`config.mk`:
```
export PLATFORM = sky130hd
export DESIGN_NAME = fifo_stat_rx
export DESIGN_NICKNAME = d
export VERILOG_FILES = /design/src/rtl/fsr_pkg.sv /design/src/rtl/fsr_cal_table.sv /design/src/rtl/fsr_stat_mem.sv /design/src/rtl/fsr_sync_mon.sv /design/src/rtl/fifo_stat_rx.sv
export SDC_FILE = /design/constraint.sdc
export NUM_CORES = 1
export LEC_CHECK = 0
export ABC_CLOCK_PERIOD_IN_PS = 2800
export BUFFER_PORTS_ARGS = -buffer_cell sky130_fd_sc_hd__buf_2
export CAP_MARGIN = 20
export CORE_MARGIN = 10
export CORE_UTILIZATION = 45
export CTS_CLUSTER_SIZE = 25
export DETAILED_ROUTE_END_ITERATION = 16
export GPL_ROUTABILITY_DRIVEN = 0
export GPL_TIMING_DRIVEN = 0
export MAX_ROUTING_LAYER = met4
export PLACE_DENSITY_LB_ADDON = 0.2
export SLEW_MARGIN = 10
export SYNTH_ARGS = -nofsm -noshare
export SYNTH_HDL_FRONTEND = slang
export SYNTH_SLANG_ARGS = --single-unit
```
`constraint.sdc`:
```
create_clock -name clk -period 2.8 [get_ports clk]
set_clock_uncertainty 0.05 [all_clocks]
set_input_delay 0.42 -clock clk [delete_from_list [all_inputs] [get_ports clk]]
set_output_delay 0.42 -clock clk [all_outputs]
set_load 0.02 [all_outputs]
```
`src/rtl/fsr_pkg.sv`:
```
package fsr_pkg;
   typedef enum logic [1:0] {ST_HUNT, ST_SLOT, ST_DIP} rx_state_e;
   localparam logic [1:0] FRAME_WORD = 2'b11;

   function automatic logic [1:0] dip2_expect(input logic [1:0] acc);
      return ~acc;
   endfunction
endpackage

```
`src/rtl/fsr_cal_table.sv`:
```
module fsr_cal_table #(
   parameter int NCH       = 8,
   parameter int CAL_DEPTH = 16,
   localparam int CH_W     = $clog2(NCH),
   localparam int CA_W     = $clog2(CAL_DEPTH)
) (
   input  logic            clk,
   input  logic            rst_n,
   input  logic            we,
   input  logic [CA_W-1:0] waddr,
   input  logic [CH_W-1:0] wchan,
   input  logic            len_we,
   input  logic [CA_W-1:0] len_wdata,
   input  logic [CA_W-1:0] raddr,
   output logic [CH_W-1:0] rchan,
   output logic [CA_W-1:0] len
);
   logic [CH_W-1:0] entry [CAL_DEPTH];

   always_ff @(posedge clk) begin
      if (!rst_n) begin
         for (int i = 0; i < CAL_DEPTH; i++) entry[i] <= '0;
         len <= '0;
      end else begin
         if (we)     entry[waddr] <= wchan;
         if (len_we) len <= len_wdata;
      end
   end

   assign rchan = entry[raddr];

   AST_CAL_STORE: assert property (@(posedge clk) disable iff (!rst_n)
      we |=> entry[$past(waddr)] == $past(wchan));
endmodule

```
`src/rtl/fsr_stat_mem.sv`:
```
module fsr_stat_mem #(
   parameter int NCH    = 8,
   parameter bit RD_REG = 1'b1,
   localparam int CH_W  = $clog2(NCH)
) (
   input  logic            clk,
   input  logic            rst_n,
   input  logic            we,
   input  logic [CH_W-1:0] waddr,
   input  logic [1:0]      wdata,
   input  logic [NCH-1:0]  sus_set,
   input  logic [NCH-1:0]  sus_clr,
   input  logic [CH_W-1:0] rd_addr,
   output logic [2:0]      rd_data
);
   logic [1:0]     st [NCH];
   logic [NCH-1:0] sus;

   always_ff @(posedge clk) begin
      if (!rst_n) begin
         for (int i = 0; i < NCH; i++) st[i] <= '0;
         sus <= '0;
      end else begin
         if (we) st[waddr] <= wdata;
         sus <= (sus | sus_set) & ~sus_clr;
      end
   end

   generate
      if (RD_REG) begin : g_rd_reg
         always_ff @(posedge clk) begin
            if (!rst_n) rd_data <= '0;
            else        rd_data <= {sus[rd_addr], st[rd_addr]};
         end
      end else begin : g_rd_comb
         assign rd_data = {sus[rd_addr], st[rd_addr]};
      end
   endgenerate

   AST_WRITE_LANDS: assert property (@(posedge clk) disable iff (!rst_n)
      we |=> st[$past(waddr)] == $past(wdata));
   AST_SUSPECT_CLEAR: assert property (@(posedge clk) disable iff (!rst_n)
      (sus_clr != '0) |=> ((sus & $past(sus_clr)) == '0));
endmodule

```
`src/rtl/fsr_sync_mon.sv`:
```
module fsr_sync_mon #(
   parameter int GOOD_N = 2,
   parameter int BAD_N  = 2,
   localparam int CW    = $clog2((GOOD_N > BAD_N ? GOOD_N : BAD_N) + 1)
) (
   input  logic clk,
   input  logic rst_n,
   input  logic good_evt,
   input  logic bad_evt,
   output logic sync
);
   logic [CW-1:0] good_cnt, bad_cnt;

   always_ff @(posedge clk) begin
      if (!rst_n) begin
         sync     <= 1'b0;
         good_cnt <= '0;
         bad_cnt  <= '0;
      end else if (!sync) begin
         bad_cnt <= '0;
         if (bad_evt) good_cnt <= '0;
         else if (good_evt) begin
            if (good_cnt == CW'(GOOD_N - 1)) begin
               sync     <= 1'b1;
               good_cnt <= '0;
            end else good_cnt <= good_cnt + 1'b1;
         end
      end else begin
         good_cnt <= '0;
         if (good_evt) bad_cnt <= '0;
         else if (bad_evt) begin
            if (bad_cnt == CW'(BAD_N - 1)) begin
               sync    <= 1'b0;
               bad_cnt <= '0;
            end else bad_cnt <= bad_cnt + 1'b1;
         end
      end
   end

   AST_SYNC_RISE: assert property (@(posedge clk) disable iff (!rst_n)
      $rose(sync) |-> $past(good_evt));
   AST_SYNC_FALL: assert property (@(posedge clk) disable iff (!rst_n)
      $fell(sync) |-> $past(bad_evt));
endmodule

```
`src/rtl/fifo_stat_rx.sv`:
```
module fifo_stat_rx #(
   parameter int NCH       = 8,
   parameter int CAL_DEPTH = 16,
   parameter int GOOD_N    = 2,
   parameter int BAD_N     = 2,
   parameter bit RD_REG    = 1'b1,
   localparam int CH_W     = $clog2(NCH),
   localparam int CA_W     = $clog2(CAL_DEPTH)
) (
   input  logic            clk,
   input  logic            rst_n,
   input  logic            cal_we,
   input  logic [CA_W-1:0] cal_addr,
   input  logic [CH_W-1:0] cal_chan,
   input  logic            len_we,
   input  logic [CA_W-1:0] len_val,
   input  logic [1:0]      stat_word,
   input  logic [CH_W-1:0] rd_addr,
   output logic [2:0]      rd_data,
   output logic            dip_err,
   output logic            link_sync
);
   import fsr_pkg::*;

   generate
      if (NCH < 2 || (1 << CH_W) != NCH) begin : g_bad_nch
         $error("NCH must be a power of two, at least 2");
      end
      if (CAL_DEPTH < 2 || (1 << CA_W) != CAL_DEPTH) begin : g_bad_depth
         $error("CAL_DEPTH must be a power of two, at least 2");
      end
      if (GOOD_N < 1 || BAD_N < 1) begin : g_bad_thr
         $error("GOOD_N and BAD_N must be at least 1");
      end
   endgenerate

   rx_state_e       state;
   logic [CA_W-1:0] slot;
   logic [1:0]      acc;
   logic [NCH-1:0]  mask;
   logic [CH_W-1:0] slot_chan;
   logic [CA_W-1:0] cal_len;
   logic [NCH-1:0]  chan_hot;
   logic            is_frame, wr_en, abort, dip_good, dip_bad;
   logic [NCH-1:0]  sus_set, sus_clr;

   fsr_cal_table #(.NCH(NCH), .CAL_DEPTH(CAL_DEPTH)) u_cal (
      .clk(clk), .rst_n(rst_n), .we(cal_we), .waddr(cal_addr), .wchan(cal_chan),
      .len_we(len_we), .len_wdata(len_val), .raddr(slot), .rchan(slot_chan),
      .len(cal_len));

   always_comb begin
      chan_hot            = '0;
      chan_hot[slot_chan] = 1'b1;
   end

   assign is_frame = (stat_word == FRAME_WORD);
   assign wr_en    = (state == ST_SLOT) && !is_frame;
   assign abort    = (state == ST_SLOT) && is_frame;
   assign dip_good = (state == ST_DIP) && (stat_word == dip2_expect(acc));
   assign dip_bad  = (state == ST_DIP) && (stat_word != dip2_expect(acc));
   assign sus_set  = (abort || dip_bad) ? mask : '0;
   assign sus_clr  = dip_good ? mask : '0;

   always_ff @(posedge clk) begin
      if (!rst_n) begin
         state   <= ST_HUNT;
         slot    <= '0;
         acc     <= '0;
         mask    <= '0;
         dip_err <= 1'b0;
      end else begin
         dip_err <= dip_bad;
         unique case (state)
            ST_HUNT: if (is_frame) begin
               state <= ST_SLOT;
               slot  <= '0;
               acc   <= '0;
               mask  <= '0;
            end
            ST_SLOT: if (is_frame) begin
               slot <= '0;
               acc  <= '0;
               mask <= '0;
            end else begin
               acc  <= acc ^ stat_word;
               mask <= mask | chan_hot;
               if (slot == cal_len) state <= ST_DIP;
               else                 slot  <= slot + 1'b1;
            end
            default: state <= ST_HUNT;
         endcase
      end
   end

   fsr_stat_mem #(.NCH(NCH), .RD_REG(RD_REG)) u_mem (
      .clk(clk), .rst_n(rst_n), .we(wr_en), .waddr(slot_chan), .wdata(stat_word),
      .sus_set(sus_set), .sus_clr(sus_clr), .rd_addr(rd_addr), .rd_data(rd_data));

   fsr_sync_mon #(.GOOD_N(GOOD_N), .BAD_N(BAD_N)) u_sync (
      .clk(clk), .rst_n(rst_n), .good_evt(dip_good), .bad_evt(dip_bad || abort),
      .sync(link_sync));

   AST_DIP_PULSE: assert property (@(posedge clk) disable iff (!rst_n)
      dip_err |=> !dip_err);
   AST_FRAME_ENTERS: assert property (@(posedge clk) disable iff (!rst_n)
      (state == ST_HUNT && stat_word == FRAME_WORD) |=> (state == ST_SLOT && slot == '0));
   AST_ABORT_RESTART: assert property (@(posedge clk) disable iff (!rst_n)
      (state == ST_SLOT && stat_word == FRAME_WORD) |=> (state == ST_SLOT && slot == '0));
   AST_HUNT_STAYS: assert property (@(posedge clk) disable iff (!rst_n)
      (state == ST_HUNT && stat_word != FRAME_WORD) |=> state == ST_HUNT);
   AST_SLOT_BOUND: assert property (@(posedge clk) disable iff (!rst_n)
      (state == ST_SLOT) |-> slot <= cal_len);
endmodule

```
==> metrics, run 1 <==
CP cell instances=buf_6 > mux4_2 > nand2_1 > and4_4 > nand2_4 > o21ai_1; row count=37; fillers=911; Die Area=14,930 um^2; Synth top cells by count=edfxtp_1, and2_1, nor2_1; Setup Buffers After CTS=0; post-synthesis cell area=4700 um^2; max cap viols=0; Power per Cell Area=556.8 nW/um^2; antenna diode count=0; Peak VDD IR=315.7 uV; Area growth, synth to finish=9.824%; final antenna-violating net count=0; DP HPWL=6.875 mm; Final Worst Setup Slack=569.3 ps; Final period util=79.67%; core area=10,230 um^2; via density per instance=5.256; most frequent cell after synthesis=edfxtp_1; maximum clock path buffer count=2; Overall Global Routing Usage=13.14%; IO Port Bufs=20; library cells used by synthesis=39; die height=122.2 um; total wire length=9.082 mm; Inserted Clock Buffers=9; # nets final=448; EDFF count, synth=64; RSZ-0062 raised after global routing=no; DRT iter0 DRCs=173; kind of critical path=reg -> reg; Final Hold Fails=0; setup slack at placement=539.8 ps; total gr overflow=0; Synth area leader=edfxtp_1; vias in the first global route=3,082; startpoint class of the critical path=flip-flop; CTS root buf=clkbuf_8; first-pass GRT wire length=15.28 mm; Worst EP required=2810 ps; Post-synth ARST share=0%; Finished Layout Cells=567; CP Max Fanout=10; synthesized netlist cell count=396; Synth top area share=40.89%; H-tree depth=3; Initial Util=45.93%; initial antenna violation count=0; Sink Count=105; outcome=completed; ratio of cells with drive above 1 in the final layout=16.24%; Ys Warns=0; Core Util, Final=50.45%; worst hold path class=in -> reg; Seq/Total Area, Yosys=58.36%; # DRC=0; Crit path largest cell delay=540 ps; Final Slew Violations=0; # resized after CTS=0; WP data arrival=2240 ps; fmax=0.4483 GHz; WP buf/inv=1; Setup Viol. Count Final=0; largest net degree at the start of global routing=18; Net Count, Synth=417; worst slew pin tran=566.6 ps; Die Wd=122.2 um; Ports=25; Skew-Pair Late Insertion Delay=370 ps; Syn Area/Cell=11.87 um^2; CTS tree=yes; crit end category=flip-flop; final critical-path required period=2231 ps; hold_buf cts=0; Clock transition at path regs=90 ps; Synth Flop Type=edfxtp_1; Lkg Pwr=1.841 nW; Via Count=2,980; CP delay by family, top=multiplexers; hold slack final=247.5 ps; slew margin rel.=62.23%; DR WL/cell=16.02 um; top cells by area, synth=edfxtp_1, dfxtp_1, mux4_2, and2_1, nor2_1; Synth Register Bits=105; # placed instances=552; Setup TNS=0 ps; Crit-path slowest cell=mux4_2; Pre-antenna DRT Iters=4
==> placed cells by master, fill, tap and decap left out, drive strengths merged, types with 2 or more instances in the layout <==
cell type,n
mux2i,8
o21ai,32
and4,3
nor2b,5
nand2,32
nand3,8
a21oi,14
and3,3
a211oi,8
nor4,2
dfxtp,41
mux4,18
nor3,6
buf,29
a22o,2
and2,50
edfxtp,64
a32oi,2
nand4b,2
xnor2,2
nand4,5
inv,5
clkbuf,19
xor2,6
clkinvlp,2
nand2b,10
or3,2
nor2,43
==> power breakdown <==
| group | total [W] | internal [W] | switching, W |
|---|---|---|---|
| registers | 0.00172 | 0.00170 | 0.0000254 |
| logic | 0.000221 | 0.0000851 | 0.000136 |
| clock network | 0.000931 | 0.000414 | 0.000518 |
==> path summary, 6_finish.rpt <==
path                     startpoint                 to  slack (ps)  cells after the start
hold reg to reg   u_sync.bad_cnt[1]  u_sync.bad_cnt[1]         410                      2
setup reg to reg          flip-flop     u_mem.st[4][1]         570                      6
hold / removal           len_val[2]       u_cal.len[2]         250                      3
setup / recovery          flip-flop     u_mem.st[4][1]         570                      6
==> cell type report <==
cell class / count / area, um^2 / area share, %
buffer: 19 / 86.33 / 1.673
clock buffer: 9 / 123.9 / 2.400
clock inverter: 6 / 67.56 / 1.309
inverter: 3 / 11.26 / 0.2182
multi-input combinational: 269 / 1859 / 36.02
sequential: 105 / 2743 / 53.14
tap: 136 / 170.2 / 3.297
timing repair buffer: 20 / 100.1 / 1.939
==> cell families after synthesis <==
kind of cell | share of synthesized area [%]
xor+xnor | 1.491
buf+inv | 2.077
compound gates | 7.748
fa+ha+maj | 0.2662
simple gates | 19.73
mux | 10.33
flops | 58.36
==> worst reg2reg max path, stage by stage, from the launching register on <==
cell	delay (ps)
dfxtp_1	430
buf_6	210
mux4_2	550
nand2_1	110
and4_4	260
nand2_4	90
o21ai_1	230
==> per-stage QoR <==
step                      instance area (um^2)  total power (W)
after detailed placement                  4970         0.001982
after floorplan                           4700         0.001902
after global routing                      5161         0.002992
after CTS                                 5161         0.002895
final                                     5161         0.002874
after global placement                    4970         0.001973
==> routing by layer <==
metal / wire length (um) / part of all wire (%) / global-route usage (%) / vias to the layer above
li1: - / - / - / 1496
met1: 4141 / 46 / 15.89 / 1443
met2: 4605 / 51 / 21.80 / 37
met3: 274 / 3.0 / 3.515 / 4
met4: 60 / 0.66 / 2.430 / 0
met5: 0 / 0 / - / -
==> flip-flops by register name, summed over array words and instances (netlist names), named ones only <==
signal and cells:
u_cal.entry 48, u_mem.st 16, mask 8, u_mem.sus 8, slot 4, u_cal.len 4
u_mem.rd_data 3, acc 2, state 2, u_sync.bad_cnt 2, u_sync.good_cnt 2, dip_err 1
u_sync.sync 1
Power figures use the tool's default switching activity.
==> run 2: changes to the inputs <==
Settings changed: ABC_CLOCK_PERIOD_IN_PS 2800 to 1950.
Clock period 2.8 ns to 1.95 ns, I/O delays scaled along.
==> metrics, run 2 (same netlist as run 1, synthesis figures left out) <==
outcome=finished with violations; failing checks=setup timing; Final Instance Area=5433 um^2; DRT iter0 DRCs=135; maximum clock path buffer count=2; Clock transition at path regs=90 ps; CP cell instances=buf_12 > mux4_2 > nand3_2 > and4_4 > nand2_8 > o21ai_4; Crit path largest cell delay=530 ps; startpoint class of the critical path=flip-flop; register area=2748 um^2; crit end category=flip-flop; final critical-path required period=2050 ps; # nets final=457; Skew-Pair Late Insertion Delay=360 ps; # placed instances=552; total gr overflow=0; IO Port Bufs=20; CTS root buf=clkbuf_8; core area=10,230 um^2; slew margin rel.=62.02%; largest net degree at the start of global routing=17; H-tree depth=3; CTS tree=yes; row count=37; Comb pwr share=9.1%; Sw Pwr=0.0009867 W; Top reg by flops=u_cal.entry; worst hold path class=in -> reg; Crit-path slowest cell=mux4_2; DP HPWL=7.145 mm; internal cell power=0.003161 W; final antenna-violating net count=0; Via Count=3,085; biggest regs=u_cal.entry x48, u_mem.st x16; Post-Place Cell Area=5001 um^2; WP data arrival=2070 ps; Clk network pwr share=31.3%; Net Sw Frac=23.79%; max reg flops=48; worst slew pin tran=569.7 ps; kind of critical path=reg -> reg; hold slack final=119.1 ps; Worst EP required=1970 ps; DR WL/cell=17.09 um; fillers=886; Final Slew Violations=0; worst reg2reg path depth=6; ratio of cells with drive above 1 in the final layout=24.04%; Hold Path Depth=3; Ports=25; Critical Path Stages=6; Pre-antenna DRT Iters=6; Power per Cell Area=763.5 nW/um^2; multi-input logic area=2017 um^2; antenna diode count=0; fmax=0.4877 GHz; Lkg Pwr=1.942 nW; first-pass GRT wire length=15.86 mm; Setup TNS=-1968 ps; most common cell after layout, fill and taps aside=edfxtp_1; hold_buf cts=0; setup slack at placement=-303.5 ps; Final Worst Setup Slack=-100.5 ps; most frequent cells in the layout=edfxtp_1, and2_1, nor2_1, dfxtp_1, buf_2; vias in the first global route=3,297; Sink Count=105; CP Max Fanout=7; total wire length=9.862 mm; via density per instance=5.347; Final Hold Fails=0; Peak VDD IR=451.2 uV; Setup Viol. Count Final=33; Area growth, synth to finish=15.60%; Inserted Clock Buffers=9; Overall Global Routing Usage=13.90%; # DRC=0; Initial Util=45.93%; Final period util=105.2%; die height=122.2 um; RSZ-0062 raised after global routing=yes; Finished Layout Cells=577; initial antenna violation count=0; max cap viols=0; WP buf/inv=1; Die Wd=122.2 um; Die Area=14,930 um^2; CP delay by family, top=multiplexers; register share of total power=59.6%
[run 2: worst paths after layout]
kind	from	to	slack, ps
worst max-delay path	flip-flop	u_mem.st[5][0]	-100
worst min-delay path	len_val[0]	u_cal.len[0]	120
worst max register to register	flip-flop	u_mem.st[5][0]	-100
worst min register to register	u_sync.bad_cnt[1]	u_sync.bad_cnt[1]	410
[run 2: tightest hold or removal path, cell delays in order]
cell and delay [ps]:
buf_2 70, mux2i_1 50, nor2_1 70
[run 2: cell type report]
| class | count | share of cell area, % |
|---|---|---|
| plain buffers | 19 | 1.842 |
| clock buffers | 12 | 3.063 |
| clock inverters | 4 | 0.4376 |
| inverters | 3 | 0.2073 |
| multi-input cells | 269 | 37.13 |
| flip-flops and latches | 105 | 50.58 |
| well taps | 136 | 3.132 |
| repair buffers | 29 | 3.616 |
[run 2: what timing repair did]
item | 4_1_cts | 5_1_grt
pin swaps | 4 | 2
setup buffers | 3 | 5
endpoints found under the setup margin | 36 | 55
gates resized for setup | 15 | 23
gates cloned | 0 | 1
[run 2: per-stage QoR]
| stage | utilization [%] | power (W) |
|---|---|---|
| finish | 53.10 | 0.004148 |
| global placement | 48.88 | 0.002840 |
| floorplan | - | 0.002739 |
| global route | 53.10 | 0.004288 |
| detailed placement | 48.88 | 0.002856 |
| CTS | 51.58 | 0.004133 |
[run 2: routing by layer]
layer / vias to the layer above / track usage (%) / part of all wire [%]
met5: - / - / 0
met4: 0 / 4.860 / 1.9
met3: 13 / 3.006 / 3.9
met2: 53 / 24.33 / 51
met1: 1503 / 15.29 / 43
li1: 1516 / - / -
[run 2: power by group through the flow]
stage | Sequential [W] | Combinational [W] | Clock [W]
after floorplan | 0.00251 | 0.000229 | 0
after global placement | 0.00252 | 0.000318 | 0
after detailed placement | 0.00253 | 0.000329 | 0
after CTS | 0.00247 | 0.000346 | 0.00131
after global routing | 0.00248 | 0.000414 | 0.00139
final | 0.00247 | 0.000376 | 0.00130
==> run 3: changes to the inputs <==
Settings changed: CORE_UTILIZATION 45 to 50.
==> metrics, run 3 (same netlist as run 1, synthesis figures left out) <==
worst slew pin tran=614.7 ps; outcome=finished with violations; beginning of the worst hold path=len_val[2]; Top reg by flops=u_cal.entry; Area growth, synth to finish=13.68%; Power per Cell Area=771.4 nW/um^2; max cap viols=0; row count=35; most frequent cells in the layout=edfxtp_1, and2_1, nor2_1, dfxtp_1, buf_2; Die Wd=117.0 um; Final Instance Area=5343 um^2; slew margin rel.=59.02%; Peak VDD IR=509.8 uV; # DRC=0; # placed instances=527; final antenna-violating net count=0; biggest regs=u_cal.entry x48, u_mem.st x16; max reg flops=48; most common cell after layout, fill and taps aside=edfxtp_1; total gr overflow=0; Post-Place Cell Area=4970 um^2; routed wl met2=4.756 mm; via density per instance=5.511; hold_buf cts=0; WP data arrival=2080 ps; RSZ-0062 raised after global routing=yes; Lkg Pwr=1.901 nW; IO Port Bufs=20; Overall Global Routing Usage=14.66%; worst hold path class=in -> reg; fmax=0.4850 GHz; CTS tree=yes; first-pass GRT wire length=15.09 mm; Final period util=105.7%; WL met3=360 um; initial antenna violation count=0; hold slack final=105.5 ps; CP Max Fanout=8; Setup Viol. Count Final=27; Worst EP required=1970 ps; Inserted Clock Buffers=9; die height=117.0 um; startpoint class of the critical path=flip-flop; kind of critical path=reg -> reg; Clock transition at path regs=100 ps; Final Slew Violations=0; Skew-Pair Late Insertion Delay=360 ps; Via Count=3,031; M1 WL=4.078 mm; Finished Layout Cells=550; Sink Count=105; crit end category=flip-flop; Die Area=13,680 um^2; vias in the first global route=3,119; # nets final=455; Pre-antenna DRT Iters=4; Final Worst Setup Slack=-111.8 ps; H-tree depth=3; Initial Util=51.10%; CTS root buf=clkbuf_8; final critical-path required period=2062 ps; largest net degree at the start of global routing=17; antenna diode count=0; maximum clock path buffer count=2; DRT iter0 DRCs=136; core area=9196 um^2; DR WL/cell=16.86 um; top sig layer=met4; DP HPWL=6.785 mm; Ports=25; failing checks=setup timing; total wire length=9.273 mm; ratio of cells with drive above 1 in the final layout=21.64%; Final Hold Fails=0
[run 3: timing repair]
item	CTS	global route
setup buffers	1	5
setup endpoints to repair	35	36
gates resized for setup	12	13
gates cloned	0	1
pin swaps	1	4
[run 3: through the flow]
stage / util [%] / setup TNS (ps) / power (W) / worst slack, ps
finish: 58.10 / -1625 / 0.004121 / -111.8
global route: 58.10 / -3680 / 0.004282 / -160.4
CTS: 56.75 / -1778 / 0.004128 / -126.1
detailed placement: 54.04 / -9475 / 0.002851 / -292.3
global placement: 54.04 / -8491 / 0.002838 / -257.8
floorplan: - / 0 / 0.002739 / 5.907
[run 3: final timing paths]
kind | endpoint | slack [ps] | cells past startpoint
setup / recovery | u_mem.st[1][1] | -110 | 6
hold / removal | u_cal.len[2] | 110 | 3
setup reg to reg | u_mem.st[1][1] | -110 | 6
hold reg to reg | u_sync.bad_cnt[1] | 410 | 2
[run 3: final cells by class]
class                      count  area (um^2)
fill                         762         3854
sequential                   105         2748
multi-input combinational    269         1986
timing repair buffer          27        173.9
tap                          111        138.9
clock buffer                  10        127.6
buffer                        19        98.84
clock inverter                 6        58.81
inverter                       3        11.26
[run 3: report_power, final]
| part | total (W) | internal (W) | leakage (nW) | switching [W] |
|---|---|---|---|---|
| clock network | 0.00129 | 0.000585 | 0.0875 | 0.000704 |
| registers | 0.00247 | 0.00243 | 0.956 | 0.0000394 |
| logic | 0.000359 | 0.000144 | 0.858 | 0.000215 |
[run 3: worst max-delay path: stages, from the launching register on]
cell and delay (ps):
dfxtp_4 400, clkbuf_16 160, mux4_2 510, nand2_2 110, and4_4 260, nand2_4 100, o21ai_4 170
[run 3: metal layers]
layer	track usage, %	vias to the layer above
li1	-	1514
met1	17.08	1454
met2	24.82	55
met3	3.262	8
met4	4.530	0
met5	-	-
